**src/rtl/bsr_pkg.sv**
```systemverilog
package bsr_pkg;

  localparam int CHAR_W = 8;

  localparam logic [CHAR_W-1:0] DLE_CODE = 8'h10;
  localparam logic [CHAR_W-1:0] STX_CODE = 8'h02;
  localparam logic [CHAR_W-1:0] ETX_CODE = 8'h03;

  typedef enum logic [1:0] {
    ST_GOOD   = 2'd0,
    ST_CHKERR = 2'd1,
    ST_ABORT  = 2'd2,
    ST_EXTRA  = 2'd3
  } endStat_t;

  // Decoded view of the current received byte, produced by the datapath.
  typedef struct packed {
    logic isSyn;
    logic isDle;
    logic isStx;
    logic isEtb;
    logic isEtx;
    logic isEnq;
    logic isExtra;
  } charFlags_t;

  // Strobes from the control FSM to the datapath.
  typedef struct packed {
    logic     emit;
    logic     accClr;
    logic     accAdd;
    logic     saveLo;
    logic     endFrame;
    endStat_t status;
  } ctlStrobe_t;

  function automatic logic [CHAR_W-1:0] synCode(input logic ebc);
    return ebc ? 8'h32 : 8'h16;
  endfunction

  function automatic logic [CHAR_W-1:0] etbCode(input logic ebc);
    return ebc ? 8'h26 : 8'h17;
  endfunction

  function automatic logic [CHAR_W-1:0] enqCode(input logic ebc);
    return ebc ? 8'h2D : 8'h05;
  endfunction

endpackage

```
**src/rtl/bsr_dp.sv**
```systemverilog
module bsr_dp
  import bsr_pkg::*;
#(
  parameter logic [15:0] CRC_POLY = 16'hA001,
  parameter logic [15:0] CRC_INIT = 16'h0000
) (
  input  logic              clk,
  input  logic              rst_n,
  input  logic              initCmd,
  input  logic              useEbcdic,
  input  logic              useCrc16,
  input  logic              extraLoad,
  input  logic [CHAR_W-1:0] extraIn,
  input  logic              rxValid,
  input  logic [CHAR_W-1:0] rxByte,
  input  ctlStrobe_t        ctl,
  output charFlags_t        flags,
  output logic              checkOk,
  output logic              dataValid,
  output logic [CHAR_W-1:0] dataByte,
  output logic              frameEnd,
  output endStat_t          frameStatus
);

  localparam int ACC_W = $bits(CRC_POLY);

  logic [CHAR_W-1:0] extraReg;
  logic [ACC_W-1:0]  acc;
  logic [ACC_W-1:0]  accNext;
  logic [CHAR_W-1:0] loReg;

  function automatic logic [ACC_W-1:0] crcStep(input logic [ACC_W-1:0] cur,
                                               input logic [CHAR_W-1:0] b);
    logic [ACC_W-1:0] c;
    c = cur ^ {{(ACC_W-CHAR_W){1'b0}}, b};
    for (int k = 0; k < CHAR_W; k++) begin
      c = c[0] ? ((c >> 1) ^ CRC_POLY) : (c >> 1);
    end
    return c;
  endfunction

  // Character decode
  always_comb begin
    flags.isSyn   = (rxByte == synCode(useEbcdic));
    flags.isDle   = (rxByte == DLE_CODE);
    flags.isStx   = (rxByte == STX_CODE);
    flags.isEtb   = (rxByte == etbCode(useEbcdic));
    flags.isEtx   = (rxByte == ETX_CODE);
    flags.isEnq   = (rxByte == enqCode(useEbcdic));
    flags.isExtra = (rxByte == extraReg);
  end

  // Termination character register
  always_ff @(posedge clk or negedge rst_n) begin
    if (!rst_n)         extraReg <= DLE_CODE;
    else if (initCmd)   extraReg <= DLE_CODE;
    else if (extraLoad) extraReg <= extraIn;
  end

  // Check accumulator (CRC-16 reflected, or XOR in the low byte)
  always_comb begin
    if (useCrc16) accNext = crcStep(acc, rxByte);
    else          accNext = {{(ACC_W-CHAR_W){1'b0}}, acc[CHAR_W-1:0] ^ rxByte};
  end

  always_ff @(posedge clk or negedge rst_n) begin
    if (!rst_n)          acc <= CRC_INIT;
    else if (ctl.accClr) acc <= CRC_INIT;
    else if (ctl.accAdd) acc <= accNext;
  end

  always_ff @(posedge clk or negedge rst_n) begin
    if (!rst_n)          loReg <= '0;
    else if (ctl.saveLo) loReg <= rxByte;
  end

  always_comb begin
    if (useCrc16) checkOk = ({rxByte, loReg} == acc);
    else          checkOk = (rxByte == acc[CHAR_W-1:0]);
  end

  // Registered outputs
  always_ff @(posedge clk or negedge rst_n) begin
    if (!rst_n) begin
      dataValid   <= 1'b0;
      dataByte    <= '0;
      frameEnd    <= 1'b0;
      frameStatus <= ST_GOOD;
    end else begin
      dataValid <= ctl.emit;
      frameEnd  <= ctl.endFrame;
      if (ctl.emit)     dataByte    <= rxByte;
      if (ctl.endFrame) frameStatus <= ctl.status;
    end
  end


  data_follows_input_chk: assert property (@(posedge clk) disable iff (!rst_n)
    dataValid |-> $past(rxValid));


  end_excl_data_chk: assert property (@(posedge clk) disable iff (!rst_n)
    !(frameEnd && dataValid));


  extra_default_chk: assert property (@(posedge clk) disable iff (!rst_n)
    $past(initCmd) |-> (extraReg == DLE_CODE));


  abort_from_enq_chk: assert property (@(posedge clk) disable iff (!rst_n)
    (frameEnd && frameStatus == ST_ABORT) |-> $past(flags.isEnq));

endmodule

```
**src/rtl/bsr_ctrl.sv**
```systemverilog
module bsr_ctrl
  import bsr_pkg::*;
(
  input  logic       clk,
  input  logic       rst_n,
  input  logic       initCmd,
  input  logic       useCrc16,
  input  logic       rxValid,
  input  charFlags_t flags,
  input  logic       checkOk,
  output ctlStrobe_t ctl
);

  typedef enum logic [2:0] {
    HUNT0, HUNT1, SYNCED, START_DLE, NT_BODY, TR_BODY, TR_DLE, CHK
  } rxState_t;

  rxState_t state, nextState;
  logic     prevDle, nextPrevDle;
  logic     chkCnt, nextCnt;
  logic     ntActive;
  logic     allowExtra;

  assign ntActive   = (state == NT_BODY) || (state == START_DLE && !flags.isStx);
  assign allowExtra = (state == NT_BODY) && !prevDle;

  always_comb begin
    ctl         = '0;
    nextState   = state;
    nextPrevDle = prevDle;
    nextCnt     = chkCnt;
    if (rxValid && !initCmd) begin
      if (ntActive) begin
        nextState   = NT_BODY;
        nextPrevDle = flags.isDle;
        if (allowExtra && flags.isExtra) begin
          ctl.endFrame = 1'b1; ctl.status = ST_EXTRA; nextState = HUNT0;
        end else if (flags.isSyn) begin
          nextPrevDle = 1'b0;
        end else if (flags.isEnq) begin
          ctl.endFrame = 1'b1; ctl.status = ST_ABORT; nextState = HUNT0;
        end else if (flags.isEtb || flags.isEtx) begin
          ctl.accAdd = 1'b1; nextCnt = 1'b0; nextState = CHK;
        end else begin
          ctl.emit = 1'b1; ctl.accAdd = 1'b1;
        end
      end else begin
        case (state)
          HUNT0: if (flags.isSyn) nextState = HUNT1;
          HUNT1: nextState = flags.isSyn ? SYNCED : HUNT0;
          SYNCED: begin
            if (!flags.isSyn) begin
              ctl.accClr  = 1'b1;
              nextPrevDle = 1'b0;
              if (flags.isExtra) begin
                ctl.endFrame = 1'b1; ctl.status = ST_EXTRA; nextState = HUNT0;
              end else if (flags.isEnq) begin
                ctl.endFrame = 1'b1; ctl.status = ST_ABORT; nextState = HUNT0;
              end else begin
                ctl.emit  = 1'b1;
                nextState = flags.isDle ? START_DLE : NT_BODY;
              end
            end
          end
          START_DLE: begin
            // only reached here with STX: transparent opener complete
            ctl.emit  = 1'b1;
            nextState = TR_BODY;
          end
          TR_BODY: begin
            if (flags.isExtra) begin
              ctl.endFrame = 1'b1; ctl.status = ST_EXTRA; nextState = HUNT0;
            end else if (flags.isDle) begin
              nextState = TR_DLE;
            end else begin
              ctl.emit = 1'b1; ctl.accAdd = 1'b1;
            end
          end
          TR_DLE: begin
            nextState = TR_BODY;
            if (flags.isSyn) begin
              nextState = TR_BODY;
            end else if (flags.isEtb || flags.isEtx) begin
              ctl.accAdd = 1'b1; nextCnt = 1'b0; nextState = CHK;
            end else if (flags.isEnq) begin
              ctl.endFrame = 1'b1; ctl.status = ST_ABORT; nextState = HUNT0;
            end else begin
              ctl.emit = 1'b1; ctl.accAdd = 1'b1;
            end
          end
          CHK: begin
            if (useCrc16 && !chkCnt) begin
              ctl.saveLo = 1'b1; nextCnt = 1'b1;
            end else begin
              ctl.endFrame = 1'b1;
              ctl.status   = checkOk ? ST_GOOD : ST_CHKERR;
              nextState    = HUNT0;
            end
          end
          default: nextState = HUNT0;
        endcase
      end
    end
  end

  always_ff @(posedge clk or negedge rst_n) begin
    if (!rst_n) begin
      state   <= HUNT0;
      prevDle <= 1'b0;
      chkCnt  <= 1'b0;
    end else if (initCmd) begin
      state   <= HUNT0;
      prevDle <= 1'b0;
      chkCnt  <= 1'b0;
    end else begin
      state   <= nextState;
      prevDle <= nextPrevDle;
      chkCnt  <= nextCnt;
    end
  end


  sync_needs_pair_chk: assert property (@(posedge clk) disable iff (!rst_n)
    (state == SYNCED && $past(state) != SYNCED) |-> ($past(state) == HUNT1));


  hunt_after_end_chk: assert property (@(posedge clk) disable iff (!rst_n)
    ctl.endFrame |=> (state == HUNT0));


  tr_entry_chk: assert property (@(posedge clk) disable iff (!rst_n)
    (state == TR_BODY && $past(state) != TR_BODY && $past(state) != TR_DLE)
      |-> ($past(state) == START_DLE));

endmodule

```
**src/rtl/bsr_deframer.sv**
```systemverilog
module bsr_deframer
  import bsr_pkg::*;
#(
  parameter logic [15:0] CRC_POLY = 16'hA001,
  parameter logic [15:0] CRC_INIT = 16'h0000
) (
  input  logic       clk,
  input  logic       rst_n,
  input  logic       initCmd,
  input  logic       useEbcdic,
  input  logic       useCrc16,
  input  logic       extraLoad,
  input  logic [7:0] extraIn,
  input  logic       rxValid,
  input  logic [7:0] rxByte,
  output logic       dataValid,
  output logic [7:0] dataByte,
  output logic       frameEnd,
  output logic [1:0] frameStatus
);

  charFlags_t flags;
  ctlStrobe_t ctl;
  logic       checkOk;
  endStat_t   statusInt;

  bsr_ctrl u_ctrl (
    .clk     (clk),
    .rst_n   (rst_n),
    .initCmd (initCmd),
    .useCrc16(useCrc16),
    .rxValid (rxValid),
    .flags   (flags),
    .checkOk (checkOk),
    .ctl     (ctl)
  );

  bsr_dp #(
    .CRC_POLY(CRC_POLY),
    .CRC_INIT(CRC_INIT)
  ) u_dp (
    .clk        (clk),
    .rst_n      (rst_n),
    .initCmd    (initCmd),
    .useEbcdic  (useEbcdic),
    .useCrc16   (useCrc16),
    .extraLoad  (extraLoad),
    .extraIn    (extraIn),
    .rxValid    (rxValid),
    .rxByte     (rxByte),
    .ctl        (ctl),
    .flags      (flags),
    .checkOk    (checkOk),
    .dataValid  (dataValid),
    .dataByte   (dataByte),
    .frameEnd   (frameEnd),
    .frameStatus(statusInt)
  );

  assign frameStatus = statusInt;

endmodule

```
**config.mk**
```make
export PLATFORM = sky130hd
export DESIGN_NAME = bsr_deframer
export DESIGN_NICKNAME = d
export VERILOG_FILES = /design/src/rtl/bsr_pkg.sv /design/src/rtl/bsr_dp.sv /design/src/rtl/bsr_ctrl.sv /design/src/rtl/bsr_deframer.sv
export SDC_FILE = /design/constraint.sdc
export NUM_CORES = 1
export LEC_CHECK = 0
export ABC_AREA = 1
export CAP_MARGIN = 25
export CORE_MARGIN = 5
export CORE_UTILIZATION = 40
export CTS_BUF_LIST = sky130_fd_sc_hd__clkbuf_4 sky130_fd_sc_hd__clkbuf_8
export DETAILED_ROUTE_END_ITERATION = 8
export SYNTH_ARGS = -nofsm -noshare
export SYNTH_HDL_FRONTEND = slang
export SYNTH_SLANG_ARGS = --single-unit
export TNS_END_PERCENT = 1
```
**constraint.sdc**
```tcl
create_clock -name clk -period 1.8 [get_ports clk]
set_input_delay 0.36 -clock clk [delete_from_list [all_inputs] [get_ports clk]]
set_output_delay 0.36 -clock clk [all_outputs]
set_load 0.02 [all_outputs]
```
==> flow_metrics.tcl <==
set metrics [dict create \
    die_w_um 105 \
    cp-start-kind "register" \
    relSlewSlack 0.726 \
    slew_violations 0 \
    criticalPathCategory "reg -> reg" \
    cp_cell_sequence "xnor2_2, ha_4, inv_2, nand2_1, nand2_2, nand2_2, nand2_1, nand2_2, nand2_2, nand2_2, nand3_2, nand3_2, nand2_2, nand2_1" \
    dpl_cell_area_sq_mm 0.00464 \
    dp.cells 705 \
    irDropWorstVdd_mv 0.658 \
    grt_pass1_wl_mm 17.6 \
    drt_iter0_markers 204 \
    cp-endpoint "u_dp.acc[0]$_DFFE_PN0P_" \
    setup-violations-final 7 \
    crit_start "u_dp.acc[1]$_DFFE_PN0P_" \
    crit_slowest_cell "dfrtp_1" \
    path_clk_slew_ns 0.10 \
    overflow 0 \
    netlist_instances 501 \
    fin_total_pwr_uw 5610 \
    ioPinCount 35 \
    antenna_found_initial 0 \
    cp.required_ns 2.00 \
    n_antenna_cell 0 \
    synthDistinctLibCells 42 \
    syn_area_per_cell_sq_um 7.23 \
    wl_per_cell_um 15.0 \
    layout_common_cells "168 x nand2_1, 76 x buf_4, 47 x dfrtp_1, 36 x inv_1, 31 x nand3_1" \
    setup_slack_ns -0.0490 \
    layout_min_cycle_time_ns 1.85 \
    p_leak_uw 0.00255 \
    htreeDepth 2 \
    dp.final_hpwl_mm 8.46 \
    rr_endpoint "u_dp.acc[0]$_DFFE_PN0P_" \
    fin_cells 725 \
    synth_area_sq_mm 0.00362 \
    worstHoldPathType "in -> reg" \
    clockBufferDepth 2 \
    clock-sinks 49 \
    cpPeakStageDelay_ns 0.42 \
    die_h_um 105 \
    cts_root_buffer "clkbuf_8" \
    r2r_slack_ns -0.05 \
    worst_setup_path_end_kind "register" \
    p_per_area_mw_per_mm2 1120 \
    row_count 34 \
    cp_common_cell "nand2_2" \
    fmax_ghz 0.541 \
    grt_pass1_vias 3506 \
    synth_fp_nets 527 \
    grt_max_degree 35 \
    ys_seq_area_frac 0.339 \
    start_util 0.413 \
    violations "negative setup slack" \
    track_usage 0.194 \
    drcViolationCount 0 \
    maxCapViolCount 0 \
    reg2reg_depth 14 \
    syn2layout_area_growth_pct 38.0 \
    status "finished with violations" \
    finClkSkew_ns 0.00912 \
    hold_violations 0 \
    worst_pin_slew_ns 0.412 \
    path_max_fanout 4 \
    synth_warnings 0 \
    grt_setup_unrepaired "yes" \
    die-area_sq_mm 0.0111 \
    final_nets 642 \
    final.period_utilization 1.03 \
    r2r_start "u_dp.acc[1]$_DFFE_PN0P_" \
    dr.pass1.iters 5 \
    viasPerCell 5.08 \
    via_count 3686 \
    synth_seq_cells 49 \
    routed_wl_mm 10.9 \
    cts_tree "done" \
    gp_congestion 0.918 \
    final_area_sq_mm 0.00500 \
    io_buffers 34 \
    drive_gt1_frac 0.319 \
    ant_nets 0 \
    cts_made_buffers 5 \
    insertion_delay_ns 0.31 \
    arrival_ns 2.05 \
    core_region_area_sq_mm 0.00876 \
    mostFrequentLayoutCell "nand2_1" \
    fillers 847 \
]
-- sequential cells by signal, indices dropped and copies added, names as in the netlist --
signal            flops
u_dp.frameStatus      2
u_dp.loReg            8
u_ctrl.state          3
u_dp.extraReg         8
u_dp.acc             16
u_dp.frameEnd         1
u_dp.dataValid        1
u_dp.dataByte         8
u_ctrl.chkCnt         1
u_ctrl.prevDle        1
-- layer usage --
metal / vias to the layer above / GRT usage / wire, um
li1: 1847 / - / -
met1: 1711 / 0.281 / 4950
met2: 112 / 0.298 / 5030
met3: 16 / 0.0314 / 641
met4: 0 / 0.0584 / 234
met5: - / 0 / 0
-- worst max-delay path: cells and delay by family (launching register included) --
family        cells  cell delay, ns
buf+inv           1            0.06
flops             1            0.42
xor+xnor          1            0.27
simple gates     11            0.73
fa+ha+maj         1            0.26
-- logic make-up (layout without fill, tap and decap cells) --
group	count (synthesis)	in the layout	synth area share
buffers and inverters	66	181	0.0912
adders and majority gates	3	3	0.0104
and+or+nand+nor	307	308	0.418
xor gates and xnor gates	21	21	0.0508
DFF	49	49	0.339
AOI/OAI and AO/OA	55	55	0.0912
-- layout make-up --
type                            count  area (sq um)  share of cell area
Multi-Input combinational cell    387          2270               0.454
Timing Repair Buffer              122          1070               0.213
Clock inverter                      2          13.8             0.00275
Clock buffer                        6          82.6              0.0165
Tap cell                          108           135              0.0270
Sequential cell                    49          1230               0.246
Inverter                           51           204              0.0408
-- timing repair --
action,4_1_cts,5_1_grt
hold buffers,1,0
setup buffers,7,3
pin swaps,23,21
endpoints found under the hold margin,15,0
gates cloned,0,1
resized for setup,31,36
endpoints found under the setup margin,33,30
-- cell usage after synthesis --
cell type    n  area share
nor2_1      19       0.020
nor3_1       5      0.0069
o2111ai_1    1      0.0024
nor2_4       6       0.019
buf_6        7       0.022
nor2_8       1      0.0055
dfrtp_1     48        0.33
nand4_1     12       0.021
or2_2        2      0.0035
nand3_1     35       0.048
o22a_1       1      0.0024
nand3_2     16       0.044
inv_4        1      0.0017
o31ai_1      1      0.0021
ha_1         3       0.010
buf_4        4      0.0083
nand3_4      1      0.0048
a211oi_2     1      0.0035
a21oi_4      1      0.0045
a31oi_1      1      0.0017
o21ai_1      8       0.011
a21oi_1      7      0.0097
xnor2_1     13       0.031
inv_1       39       0.040
nand2_2      7       0.012
nor3_2       3      0.0083
nor3_4       1      0.0045
clkbuf_1     2      0.0021
nor4_1       1      0.0017
nand2_4      5       0.016
o21ai_2      1      0.0024
nand2_1    188        0.19
xor2_1       8       0.019
o21ai_0     26       0.036
dfstp_2      1      0.0073
or2_1        1      0.0017
inv_2       11       0.011
buf_8        1      0.0041
o22ai_1      2      0.0035
buf_2        1      0.0014
nor2_2       4      0.0069
a22o_1       5       0.012
-- per-stage QoR --
stage                     hold WS [ns]   util  worst slack (ns)  TNS, ns
after global placement           0.311  0.529            -0.545   -16.60
after floorplan                 0.0644      -            0.0263        0
after CTS                        0.484  0.556           -0.0370   -0.123
after detailed placement         0.316  0.529            -0.576   -17.22
after global routing             0.360  0.571            -0.143    -2.06
final                            0.346  0.571           -0.0490   -0.109
-- power breakdown --
group | leakage [uW] | switching [uW] | internal (uW) | total, uW
clock network | 0.0000512 | 409 | 313 | 722
logic | 0.00186 | 1810 | 1470 | 3270
registers | 0.000642 | 241 | 1380 | 1620
total | 0.00255 | 2460 | 3160 | 5610
-- worst min path at each step --
stage | startpoint | endpoint | cells after the start
global placement | rst_n | u_dp.dataValid$_DFF_PN0_ | 1
global route | rxByte[4] | u_dp.dataByte[4]$_DFFE_PN0P_ | 3
finish | rxByte[4] | u_dp.dataByte[4]$_DFFE_PN0P_ | 3
floorplan | rst_n | u_ctrl.chkCnt$_DFFE_PN0P_ | 0
CTS | u_dp.dataByte[1]$_DFFE_PN0P_ | u_dp.dataByte[1]$_DFFE_PN0P_ | 2
detailed placement | rst_n | u_dp.dataByte[7]$_DFFE_PN0P_ | 1
Power figures use the tool's default switching activity.
